<file path="config.mk">
export PLATFORM = sky130hd
export DESIGN_NAME = intr_seq
export DESIGN_NICKNAME = d
export VERILOG_FILES = /design/src/rtl/intr_seq_pkg.sv /design/src/rtl/intr_seq_arb.sv /design/src/rtl/intr_seq_spbank.sv /design/src/rtl/intr_seq_fsm.sv /design/src/rtl/intr_seq.sv
export SDC_FILE = /design/constraint.sdc
export NUM_CORES = 1
export LEC_CHECK = 0
export BUFFER_PORTS_ARGS = -buffer_cell sky130_fd_sc_hd__buf_2
export CELL_PAD_IN_SITES_DETAIL_PLACEMENT = 0
export CELL_PAD_IN_SITES_GLOBAL_PLACEMENT = 1
export CORE_MARGIN = 3
export CORE_UTILIZATION = 32
export CTS_CLUSTER_DIAMETER = 30
export DETAILED_ROUTE_END_ITERATION = 12
export PLACE_DENSITY = 0.78
export SLEW_MARGIN = 25
export SYNTH_ARGS = -nofsm -noshare
export SYNTH_HDL_FRONTEND = slang
export SYNTH_SLANG_ARGS = --single-unit
</file>
<file path="constraint.sdc">
create_clock -name clk -period 2.3 [get_ports clk]
set_input_delay 0.345 -clock clk [delete_from_list [all_inputs] [get_ports clk]]
set_output_delay 0.345 -clock clk [all_outputs]
set_load 0.005 [all_outputs]
</file>
<file path="src/rtl/intr_seq_pkg.sv">
package intr_seq_pkg;

    localparam int PRIV_BIT = 15;
    localparam int PRIO_LSB = 8;
    localparam int CC_W     = 3;

    typedef enum logic [2:0] {
        S_IDLE,
        S_ENT_SWAP,
        S_ENT_PSR,
        S_ENT_PC,
        S_ENT_VEC,
        S_RET_PC,
        S_RET_PSR,
        S_RET_SWAP
    } seq_state_e;

    typedef enum logic [1:0] {
        K_NONE,
        K_EXC,
        K_RTI,
        K_IRQ
    } take_kind_e;

endpackage

</file>
<file path="src/rtl/intr_seq_arb.sv">
module intr_seq_arb
    import intr_seq_pkg::*;
#(
    parameter int DW      = 16,
    parameter int VEC_W   = 7,
    parameter int PRIO_W  = 3,
    parameter logic [VEC_W-1:0] PRIV_VEC = '0
) (
    input  logic              idle,
    input  logic              insn_done,
    input  logic              exc_req,
    input  logic [VEC_W-1:0]  exc_vec,
    input  logic              rti_req,
    input  logic              irq_req,
    input  logic [PRIO_W-1:0] irq_prio,
    input  logic [VEC_W-1:0]  irq_vec,
    input  logic [DW-1:0]     psr_in,
    output take_kind_e        kind,
    output logic              sel_irq,
    output logic [VEC_W-1:0]  sel_vec,
    output logic [PRIO_W-1:0] sel_prio,
    output logic              irq_ack
);

    logic [PRIO_W-1:0] cur_prio;
    logic              boundary;

    assign cur_prio = psr_in[PRIO_LSB +: PRIO_W];
    assign boundary = idle && insn_done;

    always_comb begin
        kind     = K_NONE;
        sel_irq  = 1'b0;
        sel_vec  = exc_vec;
        sel_prio = cur_prio;
        if (boundary) begin
            if (exc_req) begin
                kind = K_EXC;
            end else if (rti_req) begin
                if (psr_in[PRIV_BIT]) begin
                    kind    = K_EXC;
                    sel_vec = PRIV_VEC;
                end else begin
                    kind = K_RTI;
                end
            end else if (irq_req && (irq_prio > cur_prio)) begin
                kind     = K_IRQ;
                sel_irq  = 1'b1;
                sel_vec  = irq_vec;
                sel_prio = irq_prio;
            end
        end
    end

    assign irq_ack = (kind == K_IRQ);

endmodule

</file>
<file path="src/rtl/intr_seq_spbank.sv">
module intr_seq_spbank #(
    parameter int            DW        = 16,
    parameter logic [DW-1:0] SSP_RESET = 16'h0800,
    parameter logic [DW-1:0] USP_RESET = '0
) (
    input  logic          clk,
    input  logic          rst_n,
    input  logic          save_usp,
    input  logic          save_ssp,
    input  logic [DW-1:0] sp_din,
    output logic [DW-1:0] usp_q,
    output logic [DW-1:0] ssp_q
);

    always_ff @(posedge clk) begin
        if (!rst_n) begin
            usp_q <= USP_RESET;
            ssp_q <= SSP_RESET;
        end else begin
            if (save_usp) usp_q <= sp_din;
            if (save_ssp) ssp_q <= sp_din;
        end
    end


    shadow_excl_chk: assert property (@(posedge clk) disable iff (!rst_n)
        save_usp |-> !save_ssp);

endmodule

</file>
<file path="src/rtl/intr_seq_fsm.sv">
module intr_seq_fsm
    import intr_seq_pkg::*;
#(
    parameter int DW     = 16,
    parameter int VEC_W  = 7,
    parameter int PRIO_W = 3,
    parameter logic [DW-VEC_W-2:0] TABLE_PAGE = '0
) (
    input  logic              clk,
    input  logic              rst_n,
    input  take_kind_e        kind,
    input  logic              sel_irq,
    input  logic [VEC_W-1:0]  sel_vec,
    input  logic [PRIO_W-1:0] sel_prio,
    input  logic [DW-1:0]     psr_in,
    input  logic [DW-1:0]     pc_in,
    input  logic [DW-1:0]     r6_in,
    input  logic [DW-1:0]     mem_rdata,
    input  logic [DW-1:0]     usp_q,
    input  logic [DW-1:0]     ssp_q,
    output logic              idle,
    output logic              busy,
    output logic              psr_we,
    output logic [DW-1:0]     psr_wd,
    output logic              pc_we,
    output logic [DW-1:0]     pc_wd,
    output logic              r6_we,
    output logic [DW-1:0]     r6_wd,
    output logic              mem_en,
    output logic              mem_we,
    output logic [DW-1:0]     mem_addr,
    output logic [DW-1:0]     mem_wdata,
    output logic              save_usp,
    output logic              save_ssp,
    output logic [DW-1:0]     sp_din
);

    localparam logic [DW-1:0] ONE = DW'(1);

    seq_state_e        state, state_nx;
    logic [DW-1:0]     old_psr;
    logic [DW-1:0]     old_pc;
    logic [DW-1:0]     vec_addr;
    logic [PRIO_W-1:0] new_prio;
    logic              ret_user;
    logic [DW-1:0]     psr_sup;
    logic [DW-1:0]     psr_handler;

    always_comb begin
        state_nx = state;
        unique case (state)
            S_IDLE: begin
                if (kind == K_EXC || kind == K_IRQ) state_nx = S_ENT_SWAP;
                else if (kind == K_RTI)             state_nx = S_RET_PC;
            end
            S_ENT_SWAP: state_nx = S_ENT_PSR;
            S_ENT_PSR:  state_nx = S_ENT_PC;
            S_ENT_PC:   state_nx = S_ENT_VEC;
            S_ENT_VEC:  state_nx = S_IDLE;
            S_RET_PC:   state_nx = S_RET_PSR;
            S_RET_PSR:  state_nx = S_RET_SWAP;
            S_RET_SWAP: state_nx = S_IDLE;
            default:    state_nx = S_IDLE;
        endcase
    end

    always_ff @(posedge clk) begin
        if (!rst_n) begin
            state    <= S_IDLE;
            old_psr  <= '0;
            old_pc   <= '0;
            vec_addr <= '0;
            new_prio <= '0;
            ret_user <= 1'b0;
        end else begin
            state <= state_nx;
            if (state == S_IDLE && (kind == K_EXC || kind == K_IRQ)) begin
                old_psr  <= psr_in;
                old_pc   <= pc_in;
                vec_addr <= {TABLE_PAGE, sel_irq, sel_vec};
                new_prio <= sel_prio;
            end
            if (state == S_RET_PSR) ret_user <= mem_rdata[PRIV_BIT];
        end
    end

    always_comb begin
        psr_sup = old_psr;
        psr_sup[PRIV_BIT] = 1'b0;
        psr_handler = psr_sup;
        psr_handler[PRIO_LSB +: PRIO_W] = new_prio;
        psr_handler[CC_W-1:0] = '0;
    end

    always_comb begin
        idle      = (state == S_IDLE);
        busy      = !idle;
        psr_we    = 1'b0;
        psr_wd    = '0;
        pc_we     = 1'b0;
        pc_wd     = '0;
        r6_we     = 1'b0;
        r6_wd     = '0;
        mem_en    = 1'b0;
        mem_we    = 1'b0;
        mem_addr  = '0;
        mem_wdata = '0;
        save_usp  = 1'b0;
        save_ssp  = 1'b0;
        sp_din    = r6_in;
        unique case (state)
            S_IDLE: ;
            S_ENT_SWAP: begin
                psr_we = 1'b1;
                psr_wd = psr_sup;
                if (old_psr[PRIV_BIT]) begin
                    save_usp = 1'b1;
                    r6_we    = 1'b1;
                    r6_wd    = ssp_q;
                end
            end
            S_ENT_PSR, S_ENT_PC: begin
                r6_we     = 1'b1;
                r6_wd     = r6_in - ONE;
                mem_en    = 1'b1;
                mem_we    = 1'b1;
                mem_addr  = r6_in - ONE;
                mem_wdata = (state == S_ENT_PSR) ? old_psr : old_pc;
            end
            S_ENT_VEC: begin
                mem_en   = 1'b1;
                mem_addr = vec_addr;
                pc_we    = 1'b1;
                pc_wd    = mem_rdata;
                psr_we   = 1'b1;
                psr_wd   = psr_handler;
            end
            S_RET_PC: begin
                mem_en   = 1'b1;
                mem_addr = r6_in;
                pc_we    = 1'b1;
                pc_wd    = mem_rdata;
                r6_we    = 1'b1;
                r6_wd    = r6_in + ONE;
            end
            S_RET_PSR: begin
                mem_en   = 1'b1;
                mem_addr = r6_in;
                psr_we   = 1'b1;
                psr_wd   = mem_rdata;
                r6_we    = 1'b1;
                r6_wd    = r6_in + ONE;
            end
            S_RET_SWAP: begin
                if (ret_user) begin
                    save_ssp = 1'b1;
                    r6_we    = 1'b1;
                    r6_wd    = usp_q;
                end
            end
            default: ;
        endcase
    end


    entry_order_chk: assert property (@(posedge clk) disable iff (!rst_n)
        (state == S_ENT_PSR) |=> (state == S_ENT_PC) && mem_we);


    return_len_chk: assert property (@(posedge clk) disable iff (!rst_n)
        (state == S_RET_PC) |=> (state == S_RET_PSR) && psr_we);

endmodule

</file>
<file path="src/rtl/intr_seq.sv">
module intr_seq
    import intr_seq_pkg::*;
#(
    parameter int DW     = 16,
    parameter int VEC_W  = 7,
    parameter int PRIO_W = 3,
    parameter logic [DW-VEC_W-2:0] TABLE_PAGE = 8'h01,
    parameter logic [VEC_W-1:0]    PRIV_VEC   = 7'h00,
    parameter logic [DW-1:0]       SSP_RESET  = 16'h0800,
    parameter logic [DW-1:0]       USP_RESET  = 16'h0000
) (
    input  logic              clk,
    input  logic              rst_n,
    input  logic              insn_done,
    input  logic              irq_req,
    input  logic [PRIO_W-1:0] irq_prio,
    input  logic [VEC_W-1:0]  irq_vec,
    output logic              irq_ack,
    input  logic              exc_req,
    input  logic [VEC_W-1:0]  exc_vec,
    input  logic              rti_req,
    input  logic [DW-1:0]     psr_in,
    input  logic [DW-1:0]     pc_in,
    input  logic [DW-1:0]     r6_in,
    output logic              psr_we,
    output logic [DW-1:0]     psr_wd,
    output logic              pc_we,
    output logic [DW-1:0]     pc_wd,
    output logic              r6_we,
    output logic [DW-1:0]     r6_wd,
    output logic              mem_en,
    output logic              mem_we,
    output logic [DW-1:0]     mem_addr,
    output logic [DW-1:0]     mem_wdata,
    input  logic [DW-1:0]     mem_rdata,
    output logic              busy
);

    take_kind_e        kind;
    logic              sel_irq;
    logic [VEC_W-1:0]  sel_vec;
    logic [PRIO_W-1:0] sel_prio;
    logic              idle;
    logic              save_usp;
    logic              save_ssp;
    logic [DW-1:0]     sp_din;
    logic [DW-1:0]     usp_q;
    logic [DW-1:0]     ssp_q;

    intr_seq_arb #(
        .DW(DW), .VEC_W(VEC_W), .PRIO_W(PRIO_W), .PRIV_VEC(PRIV_VEC)
    ) u_arb (
        .idle(idle), .insn_done(insn_done),
        .exc_req(exc_req), .exc_vec(exc_vec), .rti_req(rti_req),
        .irq_req(irq_req), .irq_prio(irq_prio), .irq_vec(irq_vec),
        .psr_in(psr_in), .kind(kind), .sel_irq(sel_irq),
        .sel_vec(sel_vec), .sel_prio(sel_prio), .irq_ack(irq_ack)
    );

    intr_seq_spbank #(
        .DW(DW), .SSP_RESET(SSP_RESET), .USP_RESET(USP_RESET)
    ) u_spbank (
        .clk(clk), .rst_n(rst_n), .save_usp(save_usp), .save_ssp(save_ssp),
        .sp_din(sp_din), .usp_q(usp_q), .ssp_q(ssp_q)
    );

    intr_seq_fsm #(
        .DW(DW), .VEC_W(VEC_W), .PRIO_W(PRIO_W), .TABLE_PAGE(TABLE_PAGE)
    ) u_fsm (
        .clk(clk), .rst_n(rst_n), .kind(kind), .sel_irq(sel_irq),
        .sel_vec(sel_vec), .sel_prio(sel_prio),
        .psr_in(psr_in), .pc_in(pc_in), .r6_in(r6_in),
        .mem_rdata(mem_rdata), .usp_q(usp_q), .ssp_q(ssp_q),
        .idle(idle), .busy(busy),
        .psr_we(psr_we), .psr_wd(psr_wd), .pc_we(pc_we), .pc_wd(pc_wd),
        .r6_we(r6_we), .r6_wd(r6_wd),
        .mem_en(mem_en), .mem_we(mem_we), .mem_addr(mem_addr),
        .mem_wdata(mem_wdata),
        .save_usp(save_usp), .save_ssp(save_ssp), .sp_din(sp_din)
    );


    ack_starts_chk: assert property (@(posedge clk) disable iff (!rst_n)
        irq_ack |=> busy);


    boundary_only_chk: assert property (@(posedge clk) disable iff (!rst_n)
        $rose(busy) |-> $past(insn_done));


    write_in_seq_chk: assert property (@(posedge clk) disable iff (!rst_n)
        mem_we |-> busy);


    push_down_chk: assert property (@(posedge clk) disable iff (!rst_n)
        mem_we && $past(mem_we) |-> mem_addr == $past(mem_addr) - 16'd1);

endmodule

</file>
==> impl_metrics.yaml, run 1 <==
outcome:
  status: "finished with violations"
  violations: "setup timing"
placed_design:
  dp_hpwl_um: 13550
  place_congestion: 0.8468
  numPlacedInstances: 1090
  port_buffers: 173
sta:
  tns_ps: -98.58
  setup_viol: 2
  slew-limit-headroom_pct: 54.47
  fin_ws_ps: -62.87
  hold_violations: 0
  fin_crit_ps: 2363
  rsz0062_at_grt: "yes"
  clock_skew_ps: 4.856
  tightest_slew_ps: 681.3
  drv_slew: 0
  period_share_pct: 102.7
  holdWs_ps: 257.6
  fmax_mhz: 423.2
floorplanning:
  coreArea_um2: 15430
  dieHeight_um: 132.4
  ioPinCount: 174
  die_w_um: 132.4
  start_util_pct: 33.15
  num_rows: 45
  die_area_um2: 17540
route:
  drtPass1Iterations: 4
  drtIter0Drc: 241
  via_count: 5689
  antenna_left: 0
  wirelength_um: 18300
  viasPerCell: 5.125
  post_drt_wl_per_cell_um: 16.48
  drc_errors: 0
cells_and_area:
  fin_nets: 986
  stdcell_count: 1110
  mostFrequentLayoutCell: "nand2_1"
  final_cell_mix: "nand2_1, buf_2, dfxtp_1"
  diodes: 0
  n_fill_cell: 1604
  drive_gt1_share_pct: 33.70
  syn2layout_area_growth_pct: 38.50
  fin_util_pct: 45.92
logic_synthesis:
  yosysWarnings: 0
  synth_cell_types: 53
  syn-instance-count: 707
  synth_nets: 799
  synth.area.top_cells: "dfxtp_1, nand2_1, a21boi_0"
  synthAdderAreaFrac_pct: 1.223
  syn_area_um2: 5115
  synth_top_area_share_pct: 31.31
  muxShareOfSynthArea_pct: 5.479
  synth.ff_latch_count: 80
  synth_ff_type: "dfxtp_1"
  async_flop_share_pct: 0
  synth-simple-area-share_pct: 26.57
  ys_seq_area_share_pct: 31.31
  synth-edff-count: 0
  synth_xor_area_share_pct: 2.226
  syn_area_per_cell_um2: 7.235
  synth-compound-area-share_pct: 26.93
  synth_top_family_by_area: "compound AO/OA/AOI/OAI gates"
  synth_area_leader_cell: "dfxtp_1"
clock_network:
  tritoncts: "done"
  cts_made_buffers: 9
  clock_latency_ps: 330
  cts.reportedPaths.clkPinSlew_ps: 60
  cts.path.max_buffers: 2
  ctsHoldBuffers: 0
  ctsRootBufferMaster: "clkbuf_16"
  cts.sinks: 80
  htree_levels: 3
critical_path:
  end_kind: "output port"
  cp_data_arrival_time_ps: 2020
  required_ps: 1960
  criticalPathCategory: "input port to output port"
  cp_max_fo: 3
  startpoint_type: "input port"
grt:
  grt_overflow: 0
  grt_usage_pct: 20.27
  grt_pass1_wl_um: 29240
  antenna_found_initial: 0
  grt_max_degree: 46
  grt_pass1_vias: 5684
worst_hold_path:
  min_path_type: "input port to register"
power:
  p_per_area_nw_per_um2: 549.1
  p_total_mw: 3.890
  p_leak_nw: 3.047
  ir_drop_uv: 307.8
run:
  cap_violations: 0
## through the flow
stage | instance area (um2) | worst slack [ps]
detailed placement | 6575 | -113.9
floorplan | 5167 | -9.021
global route | 7084 | -132.4
finish | 7084 | -62.87
global placement | 6575 | -97.19
CTS | 6915 | -52.82
## power breakdown
part / internal, mW / switching, mW / leakage, nW
clock: 0.836 / 0.545 / 0.140
sequential: 1.47 / 0.0582 / 0.652
combinational: 0.440 / 0.544 / 2.25
total: 2.74 / 1.15 / 3.05
## layout make-up
type / count / area [um2] / area share, %
multi-input cells: 546 / 3382 / 47.74
flip-flops and latches: 80 / 1608 / 22.70
repair buffers: 242 / 1493 / 21.07
well taps: 211 / 264.0 / 3.727
clock buffers: 12 / 236.5 / 3.338
inverters: 15 / 56.30 / 0.7948
clock inverters: 4 / 45.04 / 0.6358
## cell families (layout without fill, tap and decap cells)
family | Yosys count | count (layout)
flops | 80 | 80
mux | 28 | 28
fa+ha+maj | 5 | 5
compound gates | 195 | 195
buf+inv | 81 | 273
simple gates | 305 | 305
xor+xnor | 13 | 13
## worst paths after layout
check / end / startpoint / cells past startpoint / slack [ps]
worst max register to register: u_fsm.old_pc[13] / u_fsm.state[0] / 6 / 250
worst min register to register: u_spbank.usp_q[0] / u_spbank.usp_q[0] / 2 / 460
worst max-delay path: r6_wd[15] / r6_in[10] / 7 / -60
worst min-delay path: u_fsm.old_pc[0] / pc_in[0] / 3 / 260
## flip-flops by register name, indices dropped and copies added (netlist names)
name            flops
u_fsm.old_pc       16
u_fsm.new_prio      3
u_fsm.vec_addr      9
u_spbank.usp_q     16
u_fsm.old_psr      16
u_fsm.ret_user      1
u_spbank.ssp_q     16
u_fsm.state         3
## worst max-delay path: stages
cell,delay [ps]
buf_6,90
or4_4,530
or4_4,530
and2_4,160
a211oi_2,130
o21ai_1,80
buf_2,140
## layer usage
layer	part of all wire [%]	global-route usage [%]
met3	7.6	5.019
met5	0	0
met4	1.5	5.889
met2	46	34.29
met1	45	25.62
## cell usage after synthesis (13+ instances only)
| library cell | number |
|---|---|
| mux2i_1 | 28 |
| and2_1 | 21 |
| a221oi_1 | 17 |
| dfxtp_1 | 80 |
| a22oi_1 | 13 |
| a21boi_0 | 63 |
| clkbuf_1 | 53 |
| a22o_1 | 13 |
| inv_1 | 15 |
| o21ai_0 | 50 |
| nor2_1 | 47 |
| nand2_1 | 179 |
## what timing repair did
action                                 CTS  global route
gates cloned                             0             0
pin swaps                                5            10
setup endpoints to repair               22            23
resized for setup                       19            37
endpoints found under the hold margin    0             0
setup buffers                            1             4
No activity file was read; power rests on OpenSTA's default activity.
==> inputs of run 2 (changes only) <==
--- a/config.mk
+++ b/config.mk
@@ -9,11 +9,12 @@
 export CELL_PAD_IN_SITES_DETAIL_PLACEMENT = 0
 export CELL_PAD_IN_SITES_GLOBAL_PLACEMENT = 1
 export CORE_MARGIN = 3
-export CORE_UTILIZATION = 32
+export CORE_UTILIZATION = 34
 export CTS_CLUSTER_DIAMETER = 30
 export DETAILED_ROUTE_END_ITERATION = 12
-export PLACE_DENSITY = 0.78
+export PLACE_DENSITY = 0.79
 export SLEW_MARGIN = 25
 export SYNTH_ARGS = -nofsm -noshare
 export SYNTH_HDL_FRONTEND = slang
+export SYNTH_HIERARCHICAL = 1
 export SYNTH_SLANG_ARGS = --single-unit
==> run 2 against run 1 <==
The run now ends clean. Synthesized cell count increased by 0.71%. Sequential share of layout area decreased by 1.5 points. Register-to-register slack about the same. Clock power increased by 12%. First-iteration DRC count increased by 36%. Combinational power increased by 100%. Sequential cell count unchanged. Cell count increased by 2.0%. Area after synthesis increased by 8.1%. Critical endpoint unchanged.
==> impl_metrics.yaml, run 2 <==
grt:
  grt_usage_pct: 18.85
  grt_overflow: 0
  grt_pass1_vias: 5355
  antenna_found_initial: 0
  grt_max_degree: 81
  grt_pass1_wl_um: 27410
critical_path:
  cp_max_fo: 4
  rr_endpoint: "u_fsm/state[2]"
  critical_path.startpoint: "u_fsm/state[2]"
  startpoint_type: "register"
  regToRegStartpoint: "u_fsm/state[1]"
  cpMaxStageDelayCell: "dfxtp_4"
  cp_data_arrival_time_ps: 1950
  cp.depth: 7
  crit_chain: "nand2b_4 -> buf_12 -> nor3_4 -> a41oi_2 -> mux2_4 -> o221ai_2 -> buf_2"
  crit_buf_inv: 2
  r2r_setup_slack_ps: 240
  required_ps: 1960
  end_kind: "output port"
  criticalPathCategory: "register to output port"
  crit_family: "flip-flops"
  worstRegToRegCells: 8
  endpoint: "r6_wd[15]"
  cpPeakStageDelay_ps: 370
sta:
  setup_viol: 0
  holdWs_ps: 239.4
  fmax_mhz: 435.0
  tightest_slew_ps: 383.0
  rsz0062_at_grt: "yes"
  drv_slew: 0
  hold_violations: 0
  slew-limit-headroom_pct: 74.40
  period_share_pct: 99.96
  fin_crit_ps: 2299
  fin_ws_ps: 0.9130
  clock_skew_ps: 7.992
cells_and_area:
  drive_gt1_share_pct: 35.61
  syn2layout_area_growth_pct: 37.75
  regArea_um2: 1613
  fin_nets: 1009
  mostFrequentLayoutCell: "buf_2"
  diodes: 0
  multiInputGateArea_um2: 3608
  final_area_um2: 7620
  final_cell_mix: "buf_2, nand2_1, buf_4"
  n_fill_cell: 1605
clock_network:
  htree_levels: 3
  cts_made_buffers: 9
  cts.sinks: 80
  ctsRootBufferMaster: "clkbuf_16"
  clock_latency_ps: 350
  cts.path.max_buffers: 2
  cts.reportedPaths.clkPinSlew_ps: 70
  tritoncts: "done"
route:
  drtPass1Iterations: 5
  drtIter0Drc: 328
  via_count: 5642
  post_drt_wl_per_cell_um: 15.56
  antenna_left: 0
  drc_errors: 0
  viasPerCell: 4.984
  wirelength_um: 17620
logic_synthesis:
  yosysMostFrequentCell: "nand2_1"
  synth_nets: 804
  synth-edff-count: 0
  synth.ff_latch_count: 80
  ys_seq_area_share_pct: 28.95
  yosysWarnings: 6
  synth_ff_type: "dfxtp_1"
  synth_cell_types: 63
  synth.area.top_cells: "dfxtp_1, mux2i_1, nand2_1"
  async_flop_share_pct: 0
  synth_commonest_cells: "nand2_1, dfxtp_1, mux2i_1"
  synth_top_area_share_pct: 28.95
  synth_area_leader_cell: "dfxtp_1"
  syn_area_per_cell_um2: 7.769
  syn-instance-count: 712
  syn_area_um2: 5532
floorplanning:
  die_area_um2: 17840
  ioPinCount: 174
  die_w_um: 133.6
  num_rows: 45
  dieHeight_um: 133.6
  coreArea_um2: 15540
  start_util_pct: 35.60
placed_design:
  placed_area_um2: 6967
  dp_hpwl_um: 12940
  place_congestion: 0.8490
  port_buffers: 173
  dp_slack_ps: -132.6
worst_hold_path:
  min_path_type: "input port to register"
power:
  p_leak_nw: 3.306
  p_per_area_nw_per_um2: 679.2
  ir_drop_uv: 385.0
run:
  cap_violations: 0
outcome:
  status: "finished, final reports clean"
-- run 2: changes by cell type after synthesis, moves of 7 or more --
cell      delta
a21boi_0    -20
a221oi_1    -12
a22oi_1      -7
buf_4       +14
clkbuf_1    -15
mux2i_1     +44
nand2_1     -30
nor2_1      -12
nor2b_1     +28
o21ai_0     -12
-- run 2: repair_timing --
item                                    4_1_cts  5_1_grt
gates cloned                                  0        1
pin swaps                                     3       14
endpoints found under the hold margin         0        0
endpoints found under the setup margin       21       27
buffers inserted                              0        9
hold buffers                                  0        0
resized for setup                            15       52
-- run 2: worst register-to-register path: cells and delay by family (launching register included) --
family | cells | cell delay (ps)
simple gates | 4 | 980
flops | 1 | 390
compound gates | 2 | 340
buf+inv | 2 | 300
-- run 2: routing by layer --
| layer | global-route usage [%] | wire length, um | vias up |
|---|---|---|---|
| li1 | - | - | 2856 |
| met4 | 3.829 | 161 | 0 |
| met5 | 0 | 0 | - |
| met1 | 23.45 | 7788 | 2614 |
| met2 | 31.94 | 8464 | 162 |
| met3 | 6.269 | 1203 | 10 |
-- run 2: layout make-up --
type	count	area share (%)
clock buffer	10	3.005
multi-input combinational	537	47.36
inverter	21	1.034
tap	211	3.465
clock inverter	5	1.084
sequential	80	21.17
timing repair buffer	268	22.89
-- run 2: logic make-up after synthesis --
kind of cell / share of synthesized area (%)
flops: 28.95
buf+inv: 8.731
fa+ha+maj: 1.131
compound gates: 19.54
mux: 13.91
simple gates: 25.51
xor+xnor: 2.217
-- run 2: per-stage QoR --
stage,util (%),total power [mW],std cells,setup TNS (ps)
final,49.03,5.175,1132,0
after global routing,49.03,5.509,1132,-257.8
after CTS,47.15,5.101,1122,-42.49
after detailed placement,44.83,3.510,1107,-2841
after global placement,44.83,3.496,1107,-504.6
after floorplan,-,2.727,712,0
-- run 2: how the worst min path moves through the flow --
stage	start	endpoint	slack (ps)	depth (start not counted)
2_1_floorplan	u_fsm/vec_addr[8]	u_fsm/vec_addr[8]	440	1
3_3_place_gp	u_fsm/old_pc[2]	u_fsm/old_pc[2]	450	2
3_5_place_dp	u_fsm/old_pc[11]	u_fsm/old_pc[11]	460	2
4_1_cts	psr_in[12]	u_fsm/old_psr[12]	230	3
5_1_grt	pc_in[14]	u_fsm/old_pc[14]	230	3
6_report	psr_in[12]	u_fsm/old_psr[12]	240	3
-- run 2: power by group --
part,total (mW),leakage [nW],switching (mW),internal [mW]
logic,1.98,2.50,1.07,0.902
clock network,1.54,0.153,0.596,0.947
registers,1.66,0.651,0.125,1.53
